`src/rtl/pcdma_pkg.sv`:
```
// Package: shared types for the PC Card DMA cycle generator.
// Assumes strobes are active low and a cycle type is decided per host cycle.
package pcdma_pkg;

    // Standard cycle space requested by the host decode logic
    typedef enum logic [1:0] {
        SPACE_COMMON = 2'b00,
        SPACE_ATTR   = 2'b01,
        SPACE_IO     = 2'b10,
        SPACE_NONE   = 2'b11
    } space_e;

    // Card cycle type chosen for the current host cycle
    typedef enum logic [2:0] {
        CYC_NONE   = 3'd0,
        CYC_COMMON = 3'd1,
        CYC_ATTR   = 3'd2,
        CYC_IO     = 3'd3,
        CYC_DMA    = 3'd4
    } cyc_e;

    // Card control strobes, all active low
    typedef struct packed {
        logic oe_n;
        logic we_n;
        logic iord_n;
        logic iowr_n;
        logic reg_n;
    } strobe_t;

    localparam strobe_t STROBE_IDLE = '{oe_n: 1'b1, we_n: 1'b1, iord_n: 1'b1,
                                        iowr_n: 1'b1, reg_n: 1'b1};

endpackage

```
`src/rtl/pcdma_grant.sv`:
```
// Module: pcdma_grant
// Picks the one socket allowed to use the shared DMA handshake.
// A socket asks for DMA when its enable field is nonzero. When several ask,
// the lowest index wins. Purely combinational.
module pcdma_grant #(
    parameter int NSOCK  = 2,
    parameter int MODE_W = 2
) (
    input  logic [NSOCK*MODE_W-1:0] dma_mode,
    output logic [NSOCK-1:0]        grant,
    output logic                    any_grant
);

    logic [NSOCK-1:0] wants;

    // Reduce each socket's enable field to one request bit
    for (genvar s = 0; s < NSOCK; s++) begin : g_want
        assign wants[s] = |dma_mode[s*MODE_W +: MODE_W];
    end

    // Fixed priority: keep only the lowest requesting socket
    always_comb begin
        grant = '0;
        for (int i = 0; i < NSOCK; i++) begin
            if (wants[i] && (grant == '0)) begin
                grant[i] = 1'b1;
            end
        end
    end

    assign any_grant = |wants;

endmodule

```
`src/rtl/pcdma_classify.sv`:
```
// Module: pcdma_classify
// Decides the card cycle type and the target socket for one host cycle.
// Assumes exactly one of rd/wr marks a live cycle. A DMA acknowledge with a
// granted socket overrides the standard decode and the socket select.
module pcdma_classify
    import pcdma_pkg::*;
#(
    parameter int NSOCK = 2,
    parameter int SEL_W = 1
) (
    input  logic             host_dack,
    input  logic             host_rd,
    input  logic             host_wr,
    input  logic [1:0]       req_space,
    input  logic [SEL_W-1:0] sock_sel,
    input  logic [NSOCK-1:0] grant,
    input  logic             any_grant,
    output cyc_e             cyc,
    output logic [NSOCK-1:0] target
);

    logic             live;
    logic [NSOCK-1:0] sel_hot;

    assign live = host_rd ^ host_wr;

    // Decode the socket select into one-hot form
    always_comb begin
        sel_hot = '0;
        for (int i = 0; i < NSOCK; i++) begin
            sel_hot[i] = (sock_sel == SEL_W'(i));
        end
    end

    // Choose the cycle type and which socket receives it
    always_comb begin
        cyc    = CYC_NONE;
        target = '0;
        if (live) begin
            if (host_dack && any_grant) begin
                cyc    = CYC_DMA;
                target = grant;
            end else begin
                target = sel_hot;
                case (space_e'(req_space))
                    SPACE_COMMON: cyc = CYC_COMMON;
                    SPACE_ATTR:   cyc = CYC_ATTR;
                    SPACE_IO:     cyc = CYC_IO;
                    default: begin
                        cyc    = CYC_NONE;
                        target = '0;
                    end
                endcase
            end
        end
    end

endmodule

```
`src/rtl/pcdma_encode.sv`:
```
// Module: pcdma_encode
// Maps a cycle type and a direction to the five card strobe levels.
// In a DMA cycle the I/O strobes carry the data and register select stays
// high. The memory strobes show terminal count. Combinational.
module pcdma_encode
    import pcdma_pkg::*;
(
    input  cyc_e    cyc,
    input  logic    host_rd,
    input  logic    host_wr,
    input  logic    host_tc,
    output strobe_t strobe
);

    // Build the strobe pattern for the chosen cycle type
    always_comb begin
        strobe = STROBE_IDLE;
        case (cyc)
            CYC_COMMON: begin
                strobe.oe_n = ~host_rd;
                strobe.we_n = ~host_wr;
            end
            CYC_ATTR: begin
                strobe.oe_n  = ~host_rd;
                strobe.we_n  = ~host_wr;
                strobe.reg_n = 1'b0;
            end
            CYC_IO: begin
                strobe.iord_n = ~host_rd;
                strobe.iowr_n = ~host_wr;
                strobe.reg_n  = 1'b0;
            end
            CYC_DMA: begin
                strobe.iord_n = ~host_rd;
                strobe.iowr_n = ~host_wr;
                strobe.oe_n   = ~host_tc;
                strobe.we_n   = ~host_tc;
            end
            default: strobe = STROBE_IDLE;
        endcase
    end

endmodule

```
`src/rtl/pcdma_sock_reg.sv`:
```
// Module: pcdma_sock_reg
// Output register for one socket: holds its strobes and width bit.
// A socket that is not targeted is driven idle. Synchronous active-low reset.
module pcdma_sock_reg
    import pcdma_pkg::*;
(
    input  logic    clk,
    input  logic    rst_n,
    input  logic    hit,
    input  logic    host_wide,
    input  strobe_t strobe_d,
    output strobe_t strobe_q,
    output logic    wide_q
);

    // Register this socket's strobes, idle when not addressed
    always_ff @(posedge clk) begin
        if (!rst_n) begin
            strobe_q <= STROBE_IDLE;
            wide_q   <= 1'b0;
        end else begin
            strobe_q <= hit ? strobe_d : STROBE_IDLE;
            wide_q   <= hit & host_wide;
        end
    end

endmodule

```
`src/rtl/pcdma_cycle_gen.sv`:
```
// Module: pcdma_cycle_gen (top)
// Turns host memory, I/O and DMA-acknowledge cycles into card strobe patterns
// for NSOCK sockets. DMA goes to the single granted socket, and the card DMA
// request of that socket alone is forwarded to the host. All outputs are
// registered, with one clock of latency.
module pcdma_cycle_gen
    import pcdma_pkg::*;
#(
    parameter int NSOCK  = 2,
    parameter int MODE_W = 2,
    localparam int SEL_W = (NSOCK > 1) ? $clog2(NSOCK) : 1
) (
    input  logic                    clk,
    input  logic                    rst_n,
    input  logic                    host_dack,
    input  logic                    host_rd,
    input  logic                    host_wr,
    input  logic                    host_tc,
    input  logic                    host_wide,
    input  logic [1:0]              req_space,
    input  logic [SEL_W-1:0]        sock_sel,
    input  logic [NSOCK*MODE_W-1:0] dma_mode,
    input  logic [NSOCK-1:0]        card_dreq,
    output logic [NSOCK-1:0]        card_oe_n,
    output logic [NSOCK-1:0]        card_we_n,
    output logic [NSOCK-1:0]        card_iord_n,
    output logic [NSOCK-1:0]        card_iowr_n,
    output logic [NSOCK-1:0]        card_reg_n,
    output logic [NSOCK-1:0]        card_wide,
    output logic                    host_dreq
);

    logic [NSOCK-1:0] grant;
    logic             any_grant;
    cyc_e             cyc;
    logic [NSOCK-1:0] target;
    strobe_t          strobe_d;

    pcdma_grant #(.NSOCK(NSOCK), .MODE_W(MODE_W)) grant_i (
        .dma_mode  (dma_mode),
        .grant     (grant),
        .any_grant (any_grant)
    );

    pcdma_classify #(.NSOCK(NSOCK), .SEL_W(SEL_W)) classify_i (
        .host_dack (host_dack),
        .host_rd   (host_rd),
        .host_wr   (host_wr),
        .req_space (req_space),
        .sock_sel  (sock_sel),
        .grant     (grant),
        .any_grant (any_grant),
        .cyc       (cyc),
        .target    (target)
    );

    pcdma_encode encode_i (
        .cyc     (cyc),
        .host_rd (host_rd),
        .host_wr (host_wr),
        .host_tc (host_tc),
        .strobe  (strobe_d)
    );

    // One output register per socket, unpacked onto the port vectors
    for (genvar s = 0; s < NSOCK; s++) begin : g_sock
        strobe_t strobe_q;
        pcdma_sock_reg sreg_i (
            .clk       (clk),
            .rst_n     (rst_n),
            .hit       (target[s]),
            .host_wide (host_wide),
            .strobe_d  (strobe_d),
            .strobe_q  (strobe_q),
            .wide_q    (card_wide[s])
        );
        assign card_oe_n[s]   = strobe_q.oe_n;
        assign card_we_n[s]   = strobe_q.we_n;
        assign card_iord_n[s] = strobe_q.iord_n;
        assign card_iowr_n[s] = strobe_q.iowr_n;
        assign card_reg_n[s]  = strobe_q.reg_n;
    end

    // Forward only the granted socket's DMA request to the host
    always_ff @(posedge clk) begin
        if (!rst_n) begin
            host_dreq <= 1'b0;
        end else begin
            host_dreq <= |(card_dreq & grant);
        end
    end

endmodule

```
`config.mk`:
```
export PLATFORM = sky130hd
export DESIGN_NAME = pcdma_cycle_gen
export DESIGN_NICKNAME = d
export VERILOG_FILES = /design/src/rtl/pcdma_pkg.sv /design/src/rtl/pcdma_grant.sv /design/src/rtl/pcdma_classify.sv /design/src/rtl/pcdma_encode.sv /design/src/rtl/pcdma_sock_reg.sv /design/src/rtl/pcdma_cycle_gen.sv
export SDC_FILE = /design/constraint.sdc
export NUM_CORES = 1
export LEC_CHECK = 0
export CORE_MARGIN = 2
export CORE_UTILIZATION = 33
export DETAILED_ROUTE_END_ITERATION = 8
export PLACE_DENSITY = 0.72
export SLEW_MARGIN = 30
export SYNTH_ARGS = -nofsm -noshare
export SYNTH_HDL_FRONTEND = slang
export SYNTH_SLANG_ARGS = --single-unit
export TNS_END_PERCENT = 10
```
`constraint.sdc`:
```
create_clock -name clk -period 1.48 [get_ports clk]
set_clock_uncertainty 0.1 [all_clocks]
set_input_delay 0.296 -clock clk [delete_from_list [all_inputs] [get_ports clk]]
set_output_delay 0.296 -clock clk [all_outputs]
set_load 0.01 [all_outputs]
```
==> results.json <==
{
  "status": "completed",
  "min_period_ns": 1.46,
  "drc": 0,
  "synthesis.nets": 72,
  "layout_commonest_cell": "dlygate4sd2_1",
  "end_kind": "flip-flop",
  "vias": 525,
  "fin_cells": 108,
  "synth_area_leader_cell": "dfxtp_1",
  "tritoncts": "done",
  "yosysWarnings": 0,
  "multi_input_comb_area_um2": 344,
  "drt_iter0_drc": 8,
  "synth_top_cell_area_share_pct": 46.6,
  "slew_headroom_pct": 79.7,
  "io_pins": 29,
  "powerDensity_nw_per_um2": 749,
  "antenna_found_initial": 0,
  "cp_cell_sequence": "dlygate4sd2_1, o41a_1, nor4b_4, o211ai_1",
  "viasPerCell": 4.86,
  "path_clk_slew_ns": 0.07,
  "core_area_um2": 1540,
  "leakage_uw": 0.000383,
  "synth_area_leaders": "dfxtp_1 47%, ha_1 6.7%, nor4b_2 5.4%",
  "synth-seq-cells": 13,
  "seq_area_um2": 260,
  "cp_data_arrival_time_ns": 1.51,
  "die_h_um": 45.1,
  "critical_path_class": "primary input to flip-flop",
  "grt_max_degree": 8,
  "start_util_pct": 36.2,
  "yosysSeqAreaShare_pct": 46.6,
  "critPathCapture": "g_sock[0].sreg_i.strobe_q[4]",
  "die_x_um": 45.1,
  "gp_congestion": 0.791,
  "grt_pass1_wl_um": 2010,
  "syn_to_final_growth_pct": 76.5,
  "grt_use_total_pct": 13.8,
  "maxCapViolations": 0,
  "portBuffers": 28,
  "cts_htree_levels": 1,
  "numCtsBuffers": 3,
  "synth_cell_type_count": 23,
  "syn_avg_cell_area_um2": 10.5,
  "drive_gt1_share_pct": 27.2,
  "hold_class": "primary input to flip-flop",
  "cp_max_fo": 5,
  "start_kind": "primary input",
  "synth_area_um2": 558,
  "setup_viol": 0,
  "wl_um": 1260,
  "total_power_uw": 737,
  "wl_per_cell_um": 11.7,
  "first_global_vias": 499,
  "dr.pass1.iters": 4,
  "clk_path_buf_depth": 2,
  "irDropWorstVdd_mv": 0.460,
  "worst_pin_slew_ns": 0.305,
  "clkSinkCount": 13,
  "fmax_ghz": 0.684,
  "final_cell_mix": "17 x dlygate4sd2_1, 13 x dfxtp_1, 9 x clkdlybuf4s50_1, 9 x buf_4",
  "syn_inst": 53,
  "slew_violations": 0,
  "max_stage_delay_ns": 0.49,
  "nNetsFinal": 112,
  "dp_cells": 104,
  "postRouteAntennaNets": 0,
  "startpoint": "dma_mode[3]",
  "root_buffer": "clkbuf_4",
  "fillerInstances": 138,
  "hold_viol": 0,
  "row_count": 14,
  "required_ns": 1.52,
  "dieArea_um2": 2040,
  "diodes": 0,
  "crit_slowest_cell": "o41a_1",
  "finalCritPeriodShare_pct": 98.8,
  "grt_overflow": 0
}
## per-stage QoR
| stage | worst slack, ns | utilization, % | instance area [um2] | hold WS [ns] | TNS [ns] |
|---|---|---|---|---|---|
| finish | 0.0174 | 63.9 | 985 | 0.464 | 0 |
| detailed placement | -0.532 | 59.1 | 911 | 0.795 | -4.75 |
| CTS | 0.0166 | 63.1 | 972 | 0.462 | 0 |
| floorplan | 0.0546 | - | 558 | 0.270 | 0 |
| global route | -0.00955 | 63.9 | 985 | 0.502 | -0.0264 |
| global placement | -0.481 | 59.1 | 911 | 0.809 | -4.48 |
## Yosys cell counts
library cell   n
and2_1         3
and3_1         2
and3b_1        1
buf_4          2
dfxtp_1       13
ha_1           3
inv_1          2
nand2_1        1
nand3_1        3
nand4_1        2
nor2b_1        3
nor3_1         1
nor4b_2        2
o2111a_1       1
o211ai_1       2
o21a_1         2
o21ai_0        2
o21ai_1        3
o31ai_1        1
o31ai_2        1
o41a_1         1
or2_1          1
xor2_1         1
## sequential cells by signal, summed over array words and instances (netlist names)
| signal | count |
|---|---|
| host_dreq | 1 |
| g_sock.sreg_i.wide_q | 2 |
| g_sock.sreg_i.strobe_q | 10 |
## report_power, final
part / internal, uW / switching [uW] / leakage (uW)
clock network: 104 / 102 / 0.0000150
registers: 358 / 1.74 / 0.000106
logic: 95.6 / 75.4 / 0.000262
total: 558 / 179 / 0.000383
## layer usage
| metal | vias to the layer above | track usage [%] | part of all wire (%) |
|---|---|---|---|
| met5 | - | 0 | 0 |
| li1 | 271 | - | - |
| met3 | 4 | 2.80 | 6.1 |
| met1 | 226 | 15.5 | 42 |
| met4 | 0 | 7.06 | 1.3 |
| met2 | 24 | 24.3 | 50 |
## cell type report
cell class | instances | share of cell area (%)
Inverter | 2 | 0.762
Tap cell | 16 | 2.03
Multi-Input combinational cell | 36 | 34.9
Clock buffer | 4 | 2.67
Sequential cell | 13 | 26.4
Timing Repair Buffer | 37 | 33.2
## how the worst min path moves through the flow
stage,startpoint,endpoint,slack [ns],cells after the start
CTS,dma_mode[0],host_dreq,0.46,4
floorplan,rst_n,g_sock[0].sreg_i.strobe_q[1],0.27,1
detailed placement,host_wide,g_sock[1].sreg_i.wide_q,0.80,2
global placement,host_wide,g_sock[1].sreg_i.wide_q,0.81,2
finish,dma_mode[0],host_dreq,0.46,4
global route,dma_mode[0],host_dreq,0.50,4
## worst max-delay path: cells and delay by family
family | cells | cell delay [ns]
compound gates | 2 | 0.63
buf+inv | 1 | 0.24
simple gates | 1 | 0.35
## kinds of logic after synthesis
group	Yosys count	share of synthesized area (%)
fa+ha+maj	3	6.73
simple gates	19	23.5
buf+inv	4	4.04
xor+xnor	1	1.57
flops	13	46.6
compound gates	13	17.5
## timing repair
| item | in CTS | in global routing |
|---|---|---|
| gates resized for setup | 32 | 3 |
| cloned | 0 | 0 |
| pin swaps | 6 | 1 |
| setup endpoints to repair | 25 | 6 |
| hold buffers | 0 | 0 |
| buffers inserted | 0 | 0 |
(Power assumes the default switching activity.)
